`config.mk`:
```
export PLATFORM = sky130hd
export DESIGN_NAME = stream_desc_walker
export DESIGN_NICKNAME = d
export VERILOG_FILES = /design/src/rtl/sdw_pkg.sv /design/src/rtl/sdw_ctrl.sv /design/src/rtl/sdw_datapath.sv /design/src/rtl/stream_desc_walker.sv
export SDC_FILE = /design/constraint.sdc
export NUM_CORES = 1
export LEC_CHECK = 0
export BUFFER_PORTS_ARGS = -buffer_cell sky130_fd_sc_hd__buf_4
export CAP_MARGIN = 30
export CORE_AREA = 5 5 270 272
export DETAILED_ROUTE_END_ITERATION = 10
export DIE_AREA = 0 0 275 277
export GPL_TIMING_DRIVEN = 1
export SLEW_MARGIN = 25
export SYNTH_ARGS = -nofsm -noshare
export SYNTH_HDL_FRONTEND = slang
export SYNTH_HIERARCHICAL = 1
export SYNTH_SLANG_ARGS = --single-unit
```
`constraint.sdc`:
```
create_clock -name clk -period 3.5 [get_ports clk]
set_input_delay 0.175 -clock clk [delete_from_list [all_inputs] [get_ports clk]]
set_output_delay 0.175 -clock clk [all_outputs]
set_load 0.02 [all_outputs]
```
`src/rtl/sdw_pkg.sv`:
```
package sdw_pkg;
  localparam int WORD_BYTES = 4;
  localparam int DATA_W     = 32;
  localparam int LEN_W      = 32;
  localparam int DESC_BITS  = 128;
  localparam int DESC_BYTES = 16;
  localparam int SLOT_BYTES = 8;

  typedef enum logic [2:0] {
    ST_IDLE,
    ST_FETCH_REQ,
    ST_FETCH_WAIT,
    ST_READY,
    ST_MOVE
  } walkState_t;

  typedef struct packed {
    logic clearPos;
    logic streamRst;
    logic loadDesc;
    logic stepWord;
  } walkStrobe_t;
endpackage

```
`src/rtl/sdw_ctrl.sv`:
```
module sdw_ctrl
  import sdw_pkg::*;
(
  input  logic        clk,
  input  logic        rstN,
  input  logic        ctrlRun,
  input  logic        ctrlReset,
  input  logic        descReqReady,
  input  logic        descRspValid,
  input  logic        xferValid,
  input  logic        memAck,
  input  logic        entryEnd,
  output walkStrobe_t strobe,
  output logic        running,
  output logic        descReqValid,
  output logic        memReq,
  output logic        xferDone,
  output logic        xferErr
);
  walkState_t state, nextState;
  logic runQ;
  logic startEdge;

  assign startEdge = ctrlRun & ~runQ;

  always_ff @(posedge clk or negedge rstN) begin
    if (!rstN) begin
      state <= ST_IDLE;
      runQ  <= 1'b0;
    end else begin
      state <= nextState;
      runQ  <= ctrlRun;
    end
  end

  always_comb begin
    nextState = state;
    strobe    = '0;
    if (ctrlReset) begin
      strobe.streamRst = 1'b1;
      nextState        = ST_IDLE;
    end else begin
      unique case (state)
        ST_IDLE: begin
          if (startEdge) begin
            strobe.clearPos = 1'b1;
            nextState       = ST_FETCH_REQ;
          end
        end
        ST_FETCH_REQ: begin
          if (!ctrlRun)          nextState = ST_IDLE;
          else if (descReqReady) nextState = ST_FETCH_WAIT;
        end
        ST_FETCH_WAIT: begin
          if (descRspValid) begin
            strobe.loadDesc = 1'b1;
            nextState       = ST_READY;
          end
        end
        ST_READY: begin
          if (!ctrlRun)       nextState = ST_IDLE;
          else if (xferValid) nextState = ST_MOVE;
        end
        ST_MOVE: begin
          if (memAck) begin
            strobe.stepWord = 1'b1;
            nextState       = entryEnd ? ST_FETCH_REQ : ST_READY;
          end
        end
        default: nextState = ST_IDLE;
      endcase
    end
  end

  assign running      = (state != ST_IDLE);
  assign descReqValid = (state == ST_FETCH_REQ) && ctrlRun && !ctrlReset;
  assign memReq       = (state == ST_MOVE);
  assign xferDone     = (state == ST_MOVE) && memAck;
  assign xferErr      = xferValid && (state == ST_IDLE);

  // a refused request never turns into a memory access on the next cycle
  assert_refuse_no_access_R9: assert property (@(posedge clk) disable iff (!rstN)
    (xferValid && !running && !startEdge) |=> !memReq);

  // a word ends either done or refused, never both
  assert_single_outcome_R3: assert property (@(posedge clk) disable iff (!rstN)
    $onehot0({xferDone, xferErr}));

  // stream reset stops the walker at the next edge
  assert_reset_stops_R11: assert property (@(posedge clk) disable iff (!rstN)
    ctrlReset |=> !running);

  // the end of an entry leads to a fresh descriptor fetch
  assert_fetch_after_end_R4: assert property (@(posedge clk) disable iff (!rstN)
    (xferDone && entryEnd && !ctrlReset) |=> (state == ST_FETCH_REQ));
endmodule

```
`src/rtl/sdw_datapath.sv`:
```
module sdw_datapath
  import sdw_pkg::*;
#(
  parameter  int ADDR_W      = 64,
  parameter  int MAX_ENTRIES = 256,
  parameter  int STREAM_SLOT = 0,
  localparam int IDX_W       = $clog2(MAX_ENTRIES)
) (
  input  logic                 clk,
  input  logic                 rstN,
  input  walkStrobe_t          strobe,
  input  logic                 stsClear,
  input  logic                 posBufEn,
  input  logic [IDX_W-1:0]     lastIdx,
  input  logic [ADDR_W-1:0]    listBase,
  input  logic [ADDR_W-1:0]    posBufBase,
  input  logic [DESC_BITS-1:0] descRspData,
  output logic                 entryEnd,
  output logic [ADDR_W-1:0]    descReqAddr,
  output logic [ADDR_W-1:0]    memAddr,
  output logic                 posWrEn,
  output logic [ADDR_W-1:0]    posWrAddr,
  output logic [LEN_W-1:0]     posWrData,
  output logic [LEN_W-1:0]     linkPos,
  output logic [LEN_W-1:0]     linkPosAlias,
  output logic                 bufComplete,
  output logic                 fifoReady
);
  localparam int                DESC_SH  = $clog2(DESC_BYTES);
  localparam logic [ADDR_W-1:0] SLOT_OFS = ADDR_W'(STREAM_SLOT * SLOT_BYTES);
  localparam logic [LEN_W-1:0]  STEP     = LEN_W'(WORD_BYTES);

  logic [IDX_W-1:0]  idx;
  logic [LEN_W-1:0]  offset;
  logic [LEN_W-1:0]  descLen;
  logic [ADDR_W-1:0] descAddr;
  logic              descIoc;
  logic [LEN_W-1:0]  nextOff;
  logic [LEN_W-1:0]  stepPos;
  logic              listEnd;
  logic              setComplete;
  logic              unusedRsvd;

  assign unusedRsvd = ^descRspData[DESC_BITS-1:97];

  assign nextOff     = offset + STEP;
  assign entryEnd    = (nextOff == descLen);
  assign listEnd     = (idx == lastIdx);
  assign stepPos     = (entryEnd && listEnd) ? '0 : (linkPos + STEP);
  assign setComplete = strobe.stepWord && entryEnd && descIoc;

  assign descReqAddr = listBase + (ADDR_W'(idx) << DESC_SH);
  assign memAddr     = descAddr + ADDR_W'(offset);
  assign posWrAddr   = posBufBase + SLOT_OFS;

  always_ff @(posedge clk or negedge rstN) begin
    if (!rstN) begin
      idx          <= '0;
      offset       <= '0;
      descLen      <= '0;
      descAddr     <= '0;
      descIoc      <= 1'b0;
      linkPos      <= '0;
      linkPosAlias <= '0;
      bufComplete  <= 1'b0;
      fifoReady    <= 1'b0;
      posWrEn      <= 1'b0;
      posWrData    <= '0;
    end else if (strobe.streamRst) begin
      idx          <= '0;
      offset       <= '0;
      descLen      <= '0;
      descAddr     <= '0;
      descIoc      <= 1'b0;
      linkPos      <= '0;
      linkPosAlias <= '0;
      bufComplete  <= 1'b0;
      fifoReady    <= 1'b1;
      posWrEn      <= 1'b0;
      posWrData    <= '0;
    end else begin
      posWrEn     <= 1'b0;
      bufComplete <= (bufComplete && !stsClear) || setComplete;
      if (strobe.clearPos) begin
        idx          <= '0;
        offset       <= '0;
        linkPos      <= '0;
        linkPosAlias <= '0;
        posWrEn      <= posBufEn;
        posWrData    <= '0;
      end
      if (strobe.loadDesc) begin
        descAddr <= ADDR_W'(descRspData[63:0]);
        descLen  <= descRspData[95:64];
        descIoc  <= descRspData[96];
      end
      if (strobe.stepWord) begin
        linkPos      <= stepPos;
        linkPosAlias <= stepPos;
        posWrEn      <= posBufEn;
        posWrData    <= stepPos;
        if (entryEnd) begin
          offset <= '0;
          idx    <= listEnd ? '0 : idx + 1'b1;
        end else begin
          offset <= nextOff;
        end
      end
    end
  end

  // a start leaves the position, index and offset at zero
  assert_start_clears_R2: assert property (@(posedge clk) disable iff (!rstN)
    strobe.clearPos |=> (linkPos == '0 && idx == '0 && offset == '0));

  // a word inside an entry moves the link position by one word
  assert_pos_step_R3: assert property (@(posedge clk) disable iff (!rstN)
    (strobe.stepWord && !(entryEnd && listEnd)) |=> (linkPos == $past(linkPos) + STEP));

  // the offset stays word aligned
  assert_offset_aligned_R3: assert property (@(posedge clk) disable iff (!rstN)
    offset[1:0] == 2'b00);

  // a descriptor is loaded only for an index inside the list
  assert_idx_bound_R4: assert property (@(posedge clk) disable iff (!rstN)
    strobe.loadDesc |-> (idx <= lastIdx));

  // finishing the last entry wraps the index and the position
  assert_wrap_zero_R5: assert property (@(posedge clk) disable iff (!rstN)
    (strobe.stepWord && entryEnd && listEnd) |=> (linkPos == '0 && idx == '0));

  // the completion bit holds until cleared or reset
  assert_complete_sticky_R6: assert property (@(posedge clk) disable iff (!rstN)
    (bufComplete && !stsClear && !strobe.streamRst) |=> bufComplete);

  // position writes only happen while the buffer is enabled
  assert_posbuf_gated_R8: assert property (@(posedge clk) disable iff (!rstN)
    posWrEn |-> $past(posBufEn));
endmodule

```
`src/rtl/stream_desc_walker.sv`:
```
module stream_desc_walker
  import sdw_pkg::*;
#(
  parameter  int ADDR_W      = 64,
  parameter  int MAX_ENTRIES = 256,
  parameter  int STREAM_SLOT = 0,
  localparam int IDX_W       = $clog2(MAX_ENTRIES)
) (
  input  logic              clk,
  input  logic              rstN,
  input  logic              ctrlRun,
  input  logic              ctrlReset,
  input  logic              stsClear,
  input  logic [IDX_W-1:0]  lastIdx,
  input  logic [ADDR_W-1:0] listBase,
  input  logic              posBufEn,
  input  logic [ADDR_W-1:0] posBufBase,
  output logic              descReqValid,
  input  logic              descReqReady,
  output logic [ADDR_W-1:0] descReqAddr,
  input  logic              descRspValid,
  input  logic [127:0]      descRspData,
  input  logic              xferValid,
  input  logic              xferDir,
  input  logic [31:0]       xferWdata,
  output logic              xferDone,
  output logic              xferErr,
  output logic [31:0]       xferRdata,
  output logic              memReq,
  output logic              memWe,
  output logic [ADDR_W-1:0] memAddr,
  output logic [31:0]       memWdata,
  input  logic              memAck,
  input  logic [31:0]       memRdata,
  output logic              posWrEn,
  output logic [ADDR_W-1:0] posWrAddr,
  output logic [31:0]       posWrData,
  output logic [31:0]       linkPos,
  output logic [31:0]       linkPosAlias,
  output logic              bufComplete,
  output logic              fifoReady,
  output logic              running
);
  walkStrobe_t strobe;
  logic        entryEnd;

  sdw_ctrl u_ctrl (
    .clk          (clk),
    .rstN         (rstN),
    .ctrlRun      (ctrlRun),
    .ctrlReset    (ctrlReset),
    .descReqReady (descReqReady),
    .descRspValid (descRspValid),
    .xferValid    (xferValid),
    .memAck       (memAck),
    .entryEnd     (entryEnd),
    .strobe       (strobe),
    .running      (running),
    .descReqValid (descReqValid),
    .memReq       (memReq),
    .xferDone     (xferDone),
    .xferErr      (xferErr)
  );

  sdw_datapath #(
    .ADDR_W      (ADDR_W),
    .MAX_ENTRIES (MAX_ENTRIES),
    .STREAM_SLOT (STREAM_SLOT)
  ) u_datapath (
    .clk          (clk),
    .rstN         (rstN),
    .strobe       (strobe),
    .stsClear     (stsClear),
    .posBufEn     (posBufEn),
    .lastIdx      (lastIdx),
    .listBase     (listBase),
    .posBufBase   (posBufBase),
    .descRspData  (descRspData),
    .entryEnd     (entryEnd),
    .descReqAddr  (descReqAddr),
    .memAddr      (memAddr),
    .posWrEn      (posWrEn),
    .posWrAddr    (posWrAddr),
    .posWrData    (posWrData),
    .linkPos      (linkPos),
    .linkPosAlias (linkPosAlias),
    .bufComplete  (bufComplete),
    .fifoReady    (fifoReady)
  );

  assign memWe     = ~xferDir;
  assign memWdata  = xferWdata;
  assign xferRdata = memRdata;
endmodule

```
==> results.md <==
- Status: finished, violations left
- Failing checks: negative setup slack
- 1st-iter DRT viols: 686
- Slowest Stage Delay on Critical Path: 540 ps
- Post-DR wirelength/cell: 19.1 um
- Crit-path slowest cell: or4_4
- Most used DFF post-synth: dfrtp_1
- Async SR Flop Fraction: 100%
- GRT Total Usage: approximately 14%
- Post-Syn Area per Cell: between 8 and 9 um^2
- Area grow syn2layout: 51.2%
- WP data required: 3880 ps
- Largest net degree at the start of global routing: 98
- Clock skew: 14.8 ps
- Die X: 275 um
- Antenna-violating nets left: 0
- DP Worst Slack: -267 ps
- Clock tree sinks: between 150 and 200
- Clock insertion delay at the later pin of the skew report: 490 ps
- Synth Register Bits: 172
- Drt drc: 0
- # H-tree levels: 4
- Max Cap Viol: 0
- Die Ht: around 280 um
- Core Area: approximately 71000 um^2
- Via count of the first global-routing pass: ~13000
- Yosys warnings: 6
- Slew @ Worst Pin: 825 ps
- Share of layout cells above drive strength 1: 40.5%
- Die ar.: roughly 76000 um^2
- CTS tree: yes
- Fin. max-slew vios: 0
- Port-buffer cells: between 300 and 400
- Site Rows: 98
- Max-slew headroom: 45.0%
- Final setup viols: 70
- Leakage: 9.72 nW
- # nets final: 2429
- Crit path kind: reg -> reg
- Initial antenna violation count: 6
- CTS max path bufs: 2
- Seq/Total Area, Yosys: 31.1%
- Grt ovf: 0
- Final WL: 57400 um
- EDFF count, synth: 0
- Total number of vias: between 10000 and 15000
- Clock Pin Slew Worst Setup and Hold Paths: 80 ps
- First-pass GRT wire length: 82400 um
- CP Capture Type: flop
- RSZ-0062 raised after global routing: yes
- Post-synthesis cell type count: 77
- PwrDens: 243 nW/um^2
- DRT Pass-1 Iters: 6
- Hold Fails Final Rpt: 0
- CTS root buffer: clkbuf_16
- Setup slack after layout: -185 ps
- GPL Wtd Cong: 0.855
- Worst setup SP type: flop
- Fillers: 7358
- VDD IR max: 0.345 mV
- Crit path cell chain: buf_4 -> nand3_2 -> or4_4 -> or4_4 -> xnor2_1 -> or3_1 -> or2_1 -> buf_4 -> o31ai_4 -> buf_12 -> buf_12 -> buf_16 -> nor3_1 -> a211o_1
- Minimum clock period: 3690 ps
- Via density: between 4 and 5
- CTS Buf Count: 17
- Cells after Synth: between 1500 and 2000
- CP arrival: 4060 ps
- Min-delay worst type: in -> reg
- Post-Syn Area: roughly 14000 um^2
- DP HPWL: 41700 um
- Fin util: 29.6%
- Fmax: 0.271 GHz
- Setup TNS: -6820 ps
- Starting Density: between 10% and 20%
- I/O pin count: 700
- Max FO, Critical Path: 7
- Period utilization: 105%
through the flow:
stage / hold WS [ps] / cell area [um^2] / power, W / std cells
after floorplan: -121 / 13900 / 0.00274 / 1613
after global placement: 137 / 17400 / 0.00295 / 2831
after detailed placement: 135 / 17400 / 0.00296 / 2831
after CTS: 29.4 / 20200 / 0.00515 / 2995
after global routing: 87.0 / 20900 / 0.00531 / 3013
final: 83.0 / 20900 / 0.00508 / 3015
final timing paths:
path | startpoint | endpoint | slack [ps] | cells past startpoint
min in group asynchronous | rstN | u_datapath/descAddr[53] | 170 | 2
max | u_datapath/offset[3] | u_datapath/linkPosAlias[16] | -190 | 14
min reg2reg | u_datapath/fifoReady | u_datapath/fifoReady | 500 | 1
max reg2reg | u_datapath/offset[3] | u_datapath/linkPosAlias[16] | -190 | 14
max in group asynchronous | rstN | u_datapath/idx[1] | 2370 | 3
min | xferValid | u_ctrl/state[1] | 80 | 4
registers in the layout (all words and copies together), names as in the netlist:
name,flops
u_ctrl/state,3
u_datapath/linkPosAlias,30
u_datapath/posWrEn,1
u_datapath/descIoc,1
u_datapath/idx,8
u_datapath/offset,30
u_datapath/bufComplete,1
u_ctrl/runQ,1
u_datapath/descAddr,64
u_datapath/fifoReady,1
u_datapath/descLen,32
layout by cell type (no fill, tap or decap), types with 30 or more instances in the layout:
cell type	instances
o21ai_0	36
dfrtp_1	163
nand2_1	93
dlygate4sd3_1	104
inv_1	30
nand3_1	48
nand4_1	35
buf_6	33
xor2_1	47
a21o_1	39
nor2_1	152
xnor2_1	82
and3_1	49
buf_4	527
mux2i_1	104
metal layers:
metal  GRT usage [%]  vias to the layer above  wire length [um]  share of wire, %
met5           0.385                        -                27             0.047
met2            25.1                      488             29400                51
met3            4.12                      101              4620               8.0
met1            15.8                     6352             21500                37
li1                -                     6306                 -                 -
met4            5.39                        4              1920               3.3
synthesized netlist by cell type, types with 12 or more instances:
| cell | instances | share of area, % |
|---|---|---|
| xor2_1 | 49 | 3.1 |
| nor2_1 | 168 | 4.6 |
| and4_1 | 12 | 0.76 |
| a21o_1 | 39 | 2.1 |
| buf_2 | 14 | 0.51 |
| xnor2_1 | 106 | 6.7 |
| a211oi_1 | 13 | 0.71 |
| buf_4 | 203 | 11 |
| clkbuf_1 | 41 | 1.1 |
| mux2i_1 | 104 | 7.5 |
| and3_1 | 53 | 2.4 |
| nor2b_1 | 13 | 0.59 |
| nor4_1 | 17 | 0.77 |
| nand3_1 | 67 | 2.4 |
| inv_1 | 31 | 0.84 |
| nand2_1 | 105 | 2.9 |
| ha_1 | 41 | 3.7 |
| nand4_1 | 35 | 1.6 |
| a21oi_1 | 35 | 1.3 |
| or3_1 | 19 | 0.86 |
| dfrtp_1 | 172 | 31 |
| nor3b_1 | 26 | 1.4 |
| o21ai_0 | 65 | 2.4 |
| nor3_1 | 39 | 1.4 |
kinds of logic after synthesis:
| family | Yosys count | synth area share (%) |
|---|---|---|
| DFF | 172 | 31.1 |
| AOI/OAI and AO/OA | 220 | 10.6 |
| other | 1 | 0.0271 |
| xor gates and xnor gates | 155 | 9.82 |
| adders and majority gates | 42 | 3.86 |
| muxes | 106 | 7.70 |
| buffers and inverters | 301 | 14.0 |
| and+or+nand+nor | 611 | 22.9 |
worst max-delay path: cells and delay by family (launching register included):
| kind | cells | cell delay [ps] |
|---|---|---|
| and+or+nand+nor | 6 | 1810 |
| buffers and inverters | 5 | 690 |
| AOI/OAI and AO/OA | 2 | 500 |
| DFF | 1 | 410 |
| xor gates and xnor gates | 1 | 160 |
where the power goes:
part	leakage, nW	total, W	internal [W]	switching (W)
combinational	7.06	0.00100	0.000497	0.000507
clock	0.282	0.00200	0.000971	0.00103
sequential	2.38	0.00207	0.00202	0.0000490
what timing repair did:
item / 4_1_cts / 5_1_grt
resized for setup: 188 / 124
gates cloned: 7 / 3
setup buffers: 22 / 17
setup endpoints to repair: 120 / 130
hold endpoints to repair: 141 / 0
pin swaps: 106 / 108
hold buffers: 104 / 0
final cells by class:
type / instances / area, um^2 / area share [%]
multi-input cells: 1141 / 8870 / 42.4
repair buffers: 685 / 5820 / 27.8
flip-flops and latches: 172 / 4320 / 20.7
well taps: 950 / 1190 / 5.69
clock buffers: 18 / 439 / 2.10
clock inverters: 14 / 143 / 0.683
inverters: 31 / 116 / 0.557
diodes: 4 / 10.0 / 0.0479
Note: power is estimated with default switching activity, not from simulation.
